`config.mk`:
```
export PLATFORM = sky130hd
export DESIGN_NAME = lpddr_init_seq
export DESIGN_NICKNAME = d
export VERILOG_FILES = /design/src/rtl/lpddr_init_pkg.sv /design/src/rtl/lpddr_init_timer.sv /design/src/rtl/lpddr_init_cmdgen.sv /design/src/rtl/lpddr_init_seq.sv
export SDC_FILE = /design/constraint.sdc
export NUM_CORES = 1
export LEC_CHECK = 0
export ABC_CLOCK_PERIOD_IN_PS = 2700
export BUFFER_PORTS_ARGS = -buffer_cell sky130_fd_sc_hd__buf_4
export CAP_MARGIN = 20
export CORE_MARGIN = 1
export CORE_UTILIZATION = 30
export CTS_CLUSTER_DIAMETER = 60
export DETAILED_ROUTE_END_ITERATION = 8
export HOLD_SLACK_MARGIN = 0.02
export SKIP_LAST_GASP = 1
export SLEW_MARGIN = 20
export SYNTH_ARGS = -nofsm -noshare
export SYNTH_HDL_FRONTEND = slang
export SYNTH_SLANG_ARGS = --single-unit
```
`constraint.sdc`:
```
create_clock -name clk_i -period 2.7 [get_ports clk_i]
set_input_delay 0.54 -clock clk_i [delete_from_list [all_inputs] [get_ports clk_i]]
set_output_delay 0.54 -clock clk_i [all_outputs]
set_load 0.03 [all_outputs]
```
`src/rtl/lpddr_init_pkg.sv`:
```
package lpddr_init_pkg;
  typedef enum logic [2:0] {
    CMD_NOP  = 3'd0,
    CMD_PREA = 3'd1,
    CMD_REF  = 3'd2,
    CMD_EMRS = 3'd3,
    CMD_MRS  = 3'd4
  } cmd_e;

  typedef enum logic [3:0] {
    ST_NOP1, ST_NOP2, ST_PREA, ST_REF1, ST_REF2,
    ST_EMRS, ST_MRS, ST_FIN, ST_DONE
  } step_e;
endpackage

```
`src/rtl/lpddr_init_timer.sv`:
```
module lpddr_init_timer #(
  parameter int CNT_W = 8
) (
  input  logic             clk_i,
  input  logic             rst_ni,
  input  logic             load_i,
  input  logic [CNT_W-1:0] load_val_i,
  output logic             expired_o
);
  logic [CNT_W-1:0] cnt_q;

  always_ff @(posedge clk_i or negedge rst_ni) begin
    if (!rst_ni)           cnt_q <= '0;
    else if (load_i)       cnt_q <= load_val_i;
    else if (cnt_q != '0)  cnt_q <= cnt_q - 1'b1;
  end

  assign expired_o = (cnt_q == '0);
endmodule

```
`src/rtl/lpddr_init_cmdgen.sv`:
```
module lpddr_init_cmdgen
  import lpddr_init_pkg::*;
#(
  parameter int          ADDR_W     = 13,
  parameter logic [2:0]  BURST_CODE = 3'b010
) (
  input  step_e              step_i,
  input  logic               two_bank_i,
  input  logic [2:0]         cas_i,
  input  logic [1:0]         tcsr_i,
  input  logic [2:0]         pasr_i,
  input  logic [2:0]         ds_i,
  output logic               has_cmd_o,
  output cmd_e               cmd_o,
  output logic [1:0]         ba_o,
  output logic [ADDR_W-1:0]  addr_o
);
  always_comb begin
    has_cmd_o = 1'b1;
    cmd_o     = CMD_NOP;
    ba_o      = 2'b00;
    addr_o    = '0;
    unique case (step_i)
      ST_NOP1, ST_NOP2: cmd_o = CMD_NOP;
      ST_PREA: begin
        cmd_o      = CMD_PREA;
        addr_o[10] = 1'b1;  // all-banks select
      end
      ST_REF1, ST_REF2: cmd_o = CMD_REF;
      ST_EMRS: begin
        cmd_o       = CMD_EMRS;
        ba_o        = two_bank_i ? 2'b01 : 2'b10;
        addr_o[2:0] = pasr_i;
        addr_o[4:3] = tcsr_i;
        addr_o[7:5] = ds_i;
      end
      ST_MRS: begin
        cmd_o       = CMD_MRS;
        addr_o[2:0] = BURST_CODE;
        addr_o[6:4] = cas_i;
      end
      default: has_cmd_o = 1'b0;
    endcase
  end
endmodule

```
`src/rtl/lpddr_init_seq.sv`:
```
module lpddr_init_seq
  import lpddr_init_pkg::*;
#(
  parameter int          CLK_KHZ    = 50000,
  parameter int          PWR_US     = 200,
  parameter int          TRP_CYC    = 3,
  parameter int          TRFC_CYC   = 9,
  parameter int          TMRD_CYC   = 2,
  parameter int          ADDR_W     = 13,
  parameter logic [2:0]  BURST_CODE = 3'b010
) (
  input  logic              clk_i,
  input  logic              rst_ni,
  input  logic              cal_done_i,
  input  logic              cfg_two_bank_i,
  input  logic [2:0]        cfg_cas_lat_i,
  input  logic [1:0]        cfg_tcsr_i,
  input  logic [2:0]        cfg_pasr_i,
  input  logic [2:0]        cfg_ds_i,
  output logic              mem_clk_en_o,
  output logic              cmd_valid_o,
  output logic [2:0]        cmd_o,
  output logic [1:0]        ba_o,
  output logic [ADDR_W-1:0] addr_o,
  output logic              cal_req_o,
  output logic              init_done_o,
  output logic              refresh_en_o
);
  function automatic int max2(input int a, input int b);
    return (a > b) ? a : b;
  endfunction

  localparam int PWR_CYC = CLK_KHZ * PWR_US / 1000;
  localparam int MAX_GAP = max2(max2(PWR_CYC, TRP_CYC), max2(TRFC_CYC, TMRD_CYC));
  localparam int CNT_W   = $clog2(MAX_GAP + 1);

  step_e              step_q, step_d;
  logic               expired, fire, issue, has_cmd;
  logic [CNT_W-1:0]   gap_val;
  cmd_e               cmd_c;
  logic [1:0]         ba_c;
  logic [ADDR_W-1:0]  addr_c;
  logic               clk_en_q, done_q, valid_q, cal_q;
  logic [2:0]         cmd_q;
  logic [1:0]         ba_q;
  logic [ADDR_W-1:0]  addr_q;

  // a step acts once its gap has run out; precharge also needs calibration
  assign fire  = expired && (step_q != ST_DONE) && ((step_q != ST_PREA) || cal_done_i);
  assign issue = fire && has_cmd;

  always_comb begin
    step_d = step_q;
    if (fire) begin
      unique case (step_q)
        ST_NOP1: step_d = ST_NOP2;
        ST_NOP2: step_d = ST_PREA;
        ST_PREA: step_d = ST_REF1;
        ST_REF1: step_d = ST_REF2;
        ST_REF2: step_d = ST_EMRS;
        ST_EMRS: step_d = ST_MRS;
        ST_MRS:  step_d = ST_FIN;
        default: step_d = ST_DONE;
      endcase
    end
  end

  // cycles until the next step may act, minus one
  always_comb begin
    unique case (step_q)
      ST_NOP1:          gap_val = CNT_W'(PWR_CYC - 1);
      ST_PREA:          gap_val = CNT_W'(TRP_CYC - 1);
      ST_REF1, ST_REF2: gap_val = CNT_W'(TRFC_CYC - 1);
      ST_EMRS, ST_MRS:  gap_val = CNT_W'(TMRD_CYC - 1);
      default:          gap_val = '0;
    endcase
  end

  lpddr_init_timer #(.CNT_W(CNT_W)) i_timer (
    .clk_i      (clk_i),
    .rst_ni     (rst_ni),
    .load_i     (fire),
    .load_val_i (gap_val),
    .expired_o  (expired)
  );

  lpddr_init_cmdgen #(.ADDR_W(ADDR_W), .BURST_CODE(BURST_CODE)) i_cmdgen (
    .step_i     (step_q),
    .two_bank_i (cfg_two_bank_i),
    .cas_i      (cfg_cas_lat_i),
    .tcsr_i     (cfg_tcsr_i),
    .pasr_i     (cfg_pasr_i),
    .ds_i       (cfg_ds_i),
    .has_cmd_o  (has_cmd),
    .cmd_o      (cmd_c),
    .ba_o       (ba_c),
    .addr_o     (addr_c)
  );

  always_ff @(posedge clk_i or negedge rst_ni) begin
    if (!rst_ni) begin
      step_q   <= ST_NOP1;
      valid_q  <= 1'b0;
      cmd_q    <= '0;
      ba_q     <= '0;
      addr_q   <= '0;
      cal_q    <= 1'b0;
      clk_en_q <= 1'b0;
      done_q   <= 1'b0;
    end else begin
      step_q   <= step_d;
      valid_q  <= issue;
      cmd_q    <= issue ? 3'(cmd_c) : 3'd0;
      ba_q     <= issue ? ba_c : 2'd0;
      addr_q   <= issue ? addr_c : '0;
      cal_q    <= fire && (step_q == ST_NOP2);
      clk_en_q <= clk_en_q | (fire && (step_q == ST_NOP1));
      done_q   <= done_q | (fire && (step_q == ST_FIN));
    end
  end

  assign mem_clk_en_o = clk_en_q;
  assign cmd_valid_o  = valid_q;
  assign cmd_o        = cmd_q;
  assign ba_o         = ba_q;
  assign addr_o       = addr_q;
  assign cal_req_o    = cal_q;
  assign init_done_o  = done_q;
  assign refresh_en_o = done_q;
endmodule

```
==> results of run 1 <==
## layout by cell type, fill, tap and decap left out, types with 2 or more instances in the layout
master,instances
o21ai_0,7
o31ai_1,5
nor4_1,4
o2111ai_1,2
conb_1,4
nor3_2,2
ha_1,2
nor2_1,10
clkbuf_8,5
o41ai_1,2
o21bai_1,2
a22oi_1,3
or4_1,3
or3_1,3
dfrtp_1,36
nor3b_1,2
inv_1,4
nor2b_1,4
mux2_2,2
nand3b_1,2
buf_4,34
and2_1,2
a211oi_1,3
xnor2_1,6
a31oi_1,2
and3_1,5
nand2_1,7
a21oi_1,11
## area by class of cell
cell class,count,share of cell area
tap,72,0.0431
clock inverter,2,0.0167
timing repair buffer,34,0.122
clock buffer,6,0.0347
inverter,4,0.00718
multi-input combinational,109,0.346
sequential,36,0.431
## stage by stage
stage	power [mW]	utilization	std cells	hold slack [ns]	cell area, sq um
floorplan	1.03	-	164	0.244	1720
global placement	1.13	0.360	255	0.492	1980
detailed placement	1.12	0.360	255	0.478	1980
CTS	1.59	0.380	263	0.212	2090
global route	1.69	0.380	263	0.227	2090
finish	1.58	0.380	263	0.189	2090
## path summary, 6_finish.rpt
path | end | slack, ns
worst min register to register | i_timer.cnt_q[7] | 0.50
max in group asynchronous | cmd_o[1] | 2.19
worst min-delay path | i_timer.cnt_q[12] | 0.19
min in group clk_i | ba_o[1] | 0.41
worst max register to register | step_q[2] | 0.58
worst max-delay path | step_q[2] | 0.58
## flip-flops by register name (all words and copies together) (netlist names)
signal,count
i_timer.cnt_q,14
addr_o,9
cmd_o,3
init_done_o,1
step_q,4
cmd_valid_o,1
ba_o,2
cal_req_o,1
mem_clk_en_o,1
## metal layers
metal | track usage | vias to the layer above | part of all wire | routed length, um
met2 | 0.181 | 37 | 0.44 | 1550
li1 | - | 627 | - | -
met1 | 0.177 | 608 | 0.48 | 1690
met3 | 0.0412 | 7 | 0.052 | 183
met5 | 0 | - | 0 | 0
met4 | 0.0736 | 0 | 0.023 | 80
## where the power goes
part,total (mW),internal (mW),leakage (nW),switching [mW]
Clock,0.467,0.274,0.0552,0.193
Combinational,0.351,0.164,0.409,0.188
Sequential,0.765,0.643,0.470,0.122
Total,1.58,1.08,0.933,0.503
## cell families after synthesis
| family | count (synthesis) | share of synthesized area |
|---|---|---|
| buffers and inverters | 19 | 0.0577 |
| xor gates and xnor gates | 7 | 0.0358 |
| adders and majority gates | 2 | 0.0146 |
| and+or+nand+nor | 53 | 0.192 |
| AOI/OAI and AO/OA | 40 | 0.153 |
| muxes | 3 | 0.0190 |
| DFF | 36 | 0.526 |
| other | 1 | 0.00219 |
==> metrics.md, run 1 <==
| Metric | Value |
|---|---|
| Synth unique cells | 44 |
| Max frequency | 0.471 GHz |
| Syn Area/Cell | 10.6 sq um |
| Via count | 1279 |
| Power Density | 757 nW/um^2 |
| Hold buffer count at cts | 0 |
| CP bufs+invs | 0 |
| Setup_tns | 0 ns |
| Largest net degree at the start of global routing | 37 |
| Setup Buffers After CTS | 0 |
| Multi-input gate area | 723 sq um |
| CP Depth | 4 |
| Slowest stage delay, CP | 0.68 ns |
| Antenna violations before repair | 0 |
| Synth top area share | 0.526 |
| Mapped cell area | 1710 sq um |
| Syn. warnings | 0 |
| Seq/Total Area, Yosys | 0.526 |
| Synth Flop Type | dfrtp_1 |
| Worst setup path class | flip-flop to flip-flop |
| Synth Register Bits | 36 |
| Cts bufs inserted | 5 |
| Post-DP HPWL | 2390 um |
| Leakage power | roughly 0.93 nW |
| Register clock-pin slew on the reported worst setup and hold paths | 0.07 ns |
| First-pass GRT wire length | 5910 um |
| Vias in the first global route | 1187 |
| Fraction of layout cells with a size suffix above 1 | 0.251 |
| Clock sink total | 36 |
| Run status | finished clean |
| Maximum vdd drop | 0.232 mV |
| Final Hold Violating Endpoints | 0 |
| Max H-tree Level | 2 |
| Total track usage | 0.130 |
| Iteration-0 DRC Markers | 102 |
| Pre-antenna DRT Iters | 4 |
| Worst path required time | 2.90 ns |
| Antenna viol nets, final | 0 |
| Drt total wl | 3510 um |
| Synth area leader | dfrtp_1 |
| Via density per instance | 4.86 |
| Maximum buffer depth of the clock tree | 2 |
| Dominant cells by area after synthesis | dfrtp_1 53%, a21oi_1 3.2%, xnor2_1 3.1%, buf_4 2.2%, nor2_1 2.2% |
| Register Area | 901 sq um |
| Critical Path Start | i_timer.cnt_q[4] |
| Maximum fanout along the worst path | 8 |
| Clock Latency Late Sink | between 0.2 and 0.3 ns |
| GRT overflow | 0 |
| Final setup vio count | 0 |
| DIE WIDTH | ~78 um |
| Core area | about 5500 sq um |
| Fillers | 547 |
| R2r worst-path depth | 4 |
| Nets | 207 |
| Count of pins over their slew limit | 0 |
| Final Cycle Share | 0.786 |
| Crit path time final | 2.12 ns |
| Worst slack, placed | roughly 0.6 ns |
| R2r startpoint | i_timer.cnt_q[4] |
| Commonest cells post-synth | 36 x dfrtp_1, 11 x a21oi_1, 10 x nor2_1 |
| Synth-to-layout area growth | 22.2% |
| RSZ-0062 raised after global routing | no |
| Placement row count | 27 |
| Cells along the critical path | or4_1, nor2_2, nand2_1, o31ai_1 |
| CP startpoint kind | flip-flop |
| Post-synth EDFFs | 0 |
| Io pins | 38 |
| Die area | 6010 sq um |
| Critical path's slowest cell | or4_1 |
| Initial Util | 0.311 |
| Crit. End Element | flip-flop |
| Post-synthesis instance total | 161 |
| Final Wtd Congestion | 0.771 |
| Worst EP arrival | 2.32 ns |
| Min-delay worst type | input pin to asynchronous set/reset pin |
| Slew HR | 0.613 |
| Setup ws final | 0.577 ns |
| Die Span Y | 77.5 um |
| Max_cap viols | 0 |
| Root Driver | clkbuf_8 |
| Ant diodes | 0 |
| Post-synth ARST share | 1.00 |
| IO Port Bufs | 33 |
| Cell family with most CP delay | simple AND/OR/NAND/NOR gates |
| Post-route DRC | 0 |
| Wire length per cell | approximately 13 um |
| CTS resizes | 0 |
| Final Skew | 0.00588 ns |
| Most common cell in the netlist | dfrtp_1 |
| CTS tree | done |
| Slew at the pin closest to its max-slew limit | between 0.5 and 0.6 ns |
Note: power is estimated with default switching activity, not from simulation.
==> inputs of run 2 (changes only) <==
- ABC_CLOCK_PERIOD_IN_PS: 2700 -> 2050
- clock period: 2.7 -> 2.05 ns (I/O delays scaled with it)
==> run 2 against run 1 <==
  * Maximum frequency up 10%
  * Clock-buffer cell count unchanged
  * First-iteration DRC count down 7.8%
  * Sequential power rose by 29%
  * Combinational power rose by 62%
  * Clock power grew 31%
  * Largest cell class unchanged
==> metrics.md, run 2 (synthesis gave the netlist of run 1 again) <==
| Metric | Value |
|---|---|
| Run status | finished clean |
| R2r startpoint | i_timer.cnt_q[4] |
| Clock sink total | 36 |
| Comb power frac | 0.263 |
| Register clock-pin slew on the reported worst setup and hold paths | 0.07 ns |
| Wire length per cell | 13.1 um |
| WHS | approximately 0.069 ns |
| Final Skew | approximately 0.0032 ns |
| Clock power share | 0.282 |
| Commonest non-fill, non-tap cells in the layout | 45 x buf_4, 36 x dfrtp_1, 11 x a21oi_1 |
| First-pass GRT wire length | 6270 um |
| Synth-to-layout area growth | 27.3% |
| Met3 usage | 0.0412 |
| Final Cycle Share | 0.938 |
| Io pins | 38 |
| CTS resizes | 0 |
| Initial Util | 0.311 |
| Sw frac | 0.309 |
| Dpl cells | 266 |
| R2r worst-path depth | 4 |
| Worst EP arrival | 2.10 ns |
| Met2 Usage GRT | 0.215 |
| Met1 usage | 0.162 |
| GRT overflow | 0 |
| DIE WIDTH | between 70 and 80 um |
| Largest net degree at the start of global routing | 37 |
| Max H-tree Level | 2 |
| Core area | approximately 5500 sq um |
| Leakage power | just under 1 nW |
| Clock Latency Late Sink | roughly 0.28 ns |
| Final Wtd Congestion | 0.763 |
| Via density per instance | 5.02 |
| Critical path's slowest cell | or4_4 |
| Design Area, Final | 2180 sq um |
| Crit. End Element | flip-flop |
| Reg2reg setup slack | 0.13 ns |
| Post-DP HPWL | between 2000 and 3000 um |
| Worst setup path class | flip-flop to flip-flop |
| Iteration-0 DRC Markers | 94 |
| Via count | 1376 |
| Placement row count | 27 |
| Net Sw Power | 669 uW |
| Cts bufs inserted | 5 |
| Maximum vdd drop | 0.390 mV |
| Antenna violations before repair | 0 |
| Die Span Y | 77.5 um |
| GR peak layer | met2 |
| P_int | 1.49 mW |
| Reg2reg end | i_timer.cnt_q[11] |
| Finished Layout Cells | 274 |
| RSZ-0062 raised after global routing | yes |
| Post-route DRC | 0 |
| Maximum fanout along the worst path | 6 |
| Root Driver | clkbuf_8 |
| Seq pwr share | 0.455 |
| Ant diodes | 0 |
| Die area | 6010 sq um |
| Vias in the first global route | about 1400 |
| Pre-antenna DRT Iters | 4 |
| Drt total wl | between 3000 and 4000 um |
| Max reg flops | 14 |
| Antenna viol nets, final | 0 |
| Worst path required time | 2.22 ns |
| Placed cell areas | 2070 sq um |
| Max_cap viols | 0 |
| Max frequency | 0.520 GHz |
| Leading cell type in the layout, fill and taps excluded | buf_4 |
| Final Hold Violating Endpoints | 0 |
| Total power | 2.16 mW |
| Total track usage | 0.134 |
| Maximum buffer depth of the clock tree | 2 |
| Cells along the critical path | or4_4, or3_1, nor3_2, mux2_2 |
| Slowest stage delay, CP | 0.58 ns |
| Crit path time final | 1.92 ns |
| Final setup vio count | 0 |
| Min-delay worst type | input pin to asynchronous set/reset pin |
| Setup Buffers After CTS | 0 |
| Fraction of layout cells with a size suffix above 1 | 0.297 |
| Register with the most flip-flops | i_timer.cnt_q |
| Hold buffer count at cts | 0 |
| CTS tree | done |
| IO Port Bufs | 33 |
| Count of pins over their slew limit | 0 |
| CP startpoint kind | flip-flop |
| Power Density | around 990 nW/um^2 |
| Nets | 218 |
run 2: final cells by class:
| cell class | count | area (sq um) |
|---|---|---|
| Fill cell | 547 | 3330 |
| Inverter | 4 | 15.0 |
| Timing Repair Buffer | 45 | 338 |
| Tap cell | 72 | 90.1 |
| Multi-Input combinational cell | 109 | 727 |
| Sequential cell | 36 | 901 |
| Clock buffer | 6 | 72.6 |
| Clock inverter | 2 | 35.0 |
run 2: through the flow:
step / util / setup TNS (ns) / setup slack [ns]
2_1_floorplan: - / 0 / 0.0616
3_3_place_gp: 0.375 / 0 / 0.0773
3_5_place_dp: 0.375 / 0 / 0.0686
4_1_cts: 0.395 / 0 / 0.0313
5_1_grt: 0.396 / -0.00361 / -0.00361
6_report: 0.396 / 0 / 0.128
run 2: worst max path at each step:
| stage | start | to | slack [ns] | depth (start not counted) |
|---|---|---|---|---|
| 2_1_floorplan | i_timer.cnt_q[4] | i_timer.cnt_q[11] | 0.06 | 5 |
| 3_3_place_gp | i_timer.cnt_q[4] | i_timer.cnt_q[11] | 0.08 | 4 |
| 3_5_place_dp | i_timer.cnt_q[4] | i_timer.cnt_q[11] | 0.07 | 4 |
| 4_1_cts | i_timer.cnt_q[4] | i_timer.cnt_q[11] | 0.03 | 4 |
| 5_1_grt | i_timer.cnt_q[9] | addr_o[0] | -0.004 | 4 |
| 6_report | i_timer.cnt_q[4] | i_timer.cnt_q[11] | 0.13 | 4 |
run 2: layer usage:
| metal | wire (um) | part of all wire |
|---|---|---|
| met1 | 1580 | 0.44 |
| met2 | 1730 | 0.48 |
| met3 | 211 | 0.059 |
| met4 | 73 | 0.020 |
| met5 | 0 | 0 |
run 2: critical path: cells and delay by family, from the launching register on:
| kind | cells | cell delay [ns] |
|---|---|---|
| AND/OR/NAND/NOR | 3 | 1.09 |
| flip-flops | 1 | 0.38 |
| multiplexers | 1 | 0.35 |
run 2: power groups by stage:
stage	clock, mW	sequential (mW)	combinational, mW
floorplan	0	0.968	0.389
global placement	0	0.989	0.560
detailed placement	0	0.992	0.564
CTS	0.626	0.979	0.568
global route	0.669	1.01	0.644
finish	0.611	0.984	0.570
==> inputs of run 3 (changes only) <==
- ABC_AREA: not set -> 1
==> run 3 against run 2 <==
  * Via count grew 4.2%
  * Sequential power down 28%
  * Die area up 6.9%
  * Worst hold slack got worse by 0.0045 ns
  * Synthesized area rose by 7.1%
  * Worst setup slack improved by 0.30 ns
  * Clock skew about the same
  * Critical path depth is 4 higher
  * Critical endpoint is now addr_o[5]
==> metrics.md, run 3 <==
| Metric | Value |
|---|---|
| Final Cycle Share | 0.794 |
| Hold buffer count at cts | 0 |
| CTS resizes | 0 |
| Core area | 5920 sq um |
| Final Hold Violating Endpoints | 0 |
| Design Area, Final | between 2000 and 2500 sq um |
| Syn. warnings | 0 |
| Register with the most flip-flops | i_timer.cnt_q |
| Final Skew | roughly 0.0030 ns |
| Root Driver | clkbuf_8 |
| Wire length per cell | 11.2 um |
| Setup Buffers After CTS | 0 |
| Seq/Total Area, Yosys | 0.491 |
| Mux cell area share after synthesis | 0 |
| Final Wtd Congestion | 0.810 |
| Worst setup path class | flip-flop to flip-flop |
| Max H-tree Level | 2 |
| Syn Area/Cell | 8.45 sq um |
| Fraction of layout cells with a size suffix above 1 | 0.224 |
| Synth Register Bits | 36 |
| Synth unique cells | 28 |
| Io pins | 38 |
| Initial Util | 0.310 |
| Sw frac | 0.212 |
| GRT overflow | 0 |
| Max reg flops | 14 |
| Min-delay worst type | input pin to asynchronous set/reset pin |
| Drt total wl | 3700 um |
| Antenna viol nets, final | 0 |
| Seq pwr share | 0.514 |
| Count of pins over their slew limit | 0 |
| Net Sw Power | 292 uW |
| Iteration-0 DRC Markers | 81 |
| Antenna violations before repair | 0 |
| Largest net degree at the start of global routing | 37 |
| IO Port Bufs | 33 |
| Clock power share | 0.451 |
| Synth Area in Simple Gates | 0.279 |
| Commonest non-fill, non-tap cells in the layout | 40 x nand2_1, 36 x inv_1, 36 x dfrtp_1 |
| Leakage power | 1.28 nW |
| Setup_tns | 0 ns |
| Synth Flop Type | dfrtp_1 |
| Worst path required time | ~2.3 ns |
| P_int | between 1 and 1.5 mW |
| Placement row count | 28 |
| Mapped cell area | 1830 sq um |
| Largest family of logic cells by synthesized area | simple AND/OR/NAND/NOR gates |
| Nets | 271 |
| Maximum vdd drop | 0.277 mV |
| Vias in the first global route | roughly 1500 |
| Clock Latency Late Sink | 0.29 ns |
| Synth Area in Adders | 0.0137 |
| CP startpoint kind | flip-flop |
| Die area | 6430 sq um |
| Post-route DRC | 0 |
| Crit. End Element | flip-flop |
| Synth top area share | 0.491 |
| Post-DP HPWL | 2770 um |
| Power Density | 614 nW/um^2 |
| First-pass GRT wire length | 6660 um |
| Dominant cells by area after synthesis | dfrtp_1 49%, nand2_1 8.2%, inv_1 7.4%, nor2_1 5.5%, nand3_1 3.3% |
| Run status | finished clean |
| RSZ-0062 raised after global routing | no |
| Synth area leader | dfrtp_1 |
| CTS tree | done |
| Die Span Y | 80.2 um |
| Comb power frac | 0.034 |
| Final setup vio count | 0 |
| Synth Area in Compound Gates | 0.0758 |
| Pre-antenna DRT Iters | 4 |
| Most common cell in the netlist | nand2_1 |
| Clock sink total | 36 |
| Post-synthesis instance total | 217 |
| Max frequency | 0.615 GHz |
| DIE WIDTH | 80.2 um |
| Commonest cells post-synth | 40 x nand2_1, 36 x dfrtp_1, 36 x inv_1 |
| Post-synth ARST share | 1.00 |
| Crit path time final | 1.63 ns |
| Total power | roughly 1.4 mW |
| Synth-to-layout area growth | 22.5% |
| Via count | 1434 |
| Total track usage | 0.137 |
| Post-Synth XOR/XNOR Area | 0.0334 |
| Placed cell areas | between 2000 and 2500 sq um |
| Fillers | 621 |
| Register clock-pin slew on the reported worst setup and hold paths | 0.07 ns |
| Maximum buffer depth of the clock tree | 2 |
| Post-synth EDFFs | 0 |
| Ant diodes | 0 |
| Worst EP arrival | 1.84 ns |
| Via density per instance | 4.35 |
| Cts bufs inserted | 5 |
| Max_cap viols | 0 |
| Maximum fanout along the worst path | 17 |
| Leading cell type in the layout, fill and taps excluded | nand2_1 |
-- run 3: cell count changes in the layout (fill, tap and decap cells not counted), moves of 5 or more --
cell and change:
buf_4 -12, xnor2_1 -5, inv_1 +32, nand2_1 +33, xor2_1 +5, nand4_1 +5
o31ai_1 -5, and3_1 -5, nand3_1 +12, nor2_1 +17
-- run 3: worst max-delay path, cell delays in order (launching register included) --
cell     delay (ns)
dfrtp_1        0.36
inv_1          0.13
ha_1           0.18
nand3_1        0.09
nor2_2         0.14
nand2_4        0.12
nor2_8         0.22
nand3_4        0.16
o21ai_1        0.15
-- run 3: worst paths after layout --
path                       slack (ns)  depth (start not counted)              from                to
setup / recovery                 0.42                          8  i_timer.cnt_q[0]         addr_o[5]
hold / removal                   0.06                          1            rst_ni  i_timer.cnt_q[7]
setup reg to reg                 0.42                          8  i_timer.cnt_q[0]         addr_o[5]
hold reg to reg                  0.48                          1      mem_clk_en_o      mem_clk_en_o
max in group asynchronous        1.64                          1            rst_ni          cmd_o[1]
min in group clk_i               0.27                          2    cfg_two_bank_i           ba_o[1]
-- run 3: cell families after synthesis --
kind of cell               after synthesis
buffers and inverters                   43
other                                    1
adders and majority gates                2
xor gates and xnor gates                 7
DFF                                     36
AOI/OAI and AO/OA                       26
and+or+nand+nor                        102
-- run 3: layout make-up --
| cell class | instances | area [sq um] | area share |
|---|---|---|---|
| Multi-Input combinational cell | 141 | 752 | 0.335 |
| Timing Repair Buffer | 33 | 248 | 0.110 |
| Clock inverter | 3 | 42.5 | 0.0190 |
| Sequential cell | 36 | 901 | 0.401 |
| Inverter | 37 | 139 | 0.0619 |
| Tap cell | 75 | 93.8 | 0.0418 |
| Clock buffer | 5 | 68.8 | 0.0307 |
-- run 3: power by group through the flow --
stage               clock, mW  combinational [mW]  sequential (mW)
finish                  0.623              0.0470            0.710
global route            0.693              0.0536            0.709
CTS                     0.651              0.0487            0.709
detailed placement          0              0.0488            0.724
global placement            0              0.0486            0.724
floorplan                   0              0.0186            0.724
-- run 3: stage by stage --
step / instances / utilization / worst slack, ns / hold slack (ns)
floorplan: 220 / - / 0.633 / 0.114
global placement: 322 / 0.360 / 0.482 / 0.401
detailed placement: 322 / 0.360 / 0.427 / 0.407
CTS: 330 / 0.379 / 0.412 / 0.0839
global route: 330 / 0.379 / 0.151 / 0.101
finish: 330 / 0.379 / 0.423 / 0.0647
-- run 3: metal layers --
layer	GRT usage	vias to the layer above	routed length (um)
li1	-	743	-
met1	0.162	657	1670
met2	0.225	29	1790
met3	0.0489	5	197
met4	0.0536	0	42
met5	0	-	0
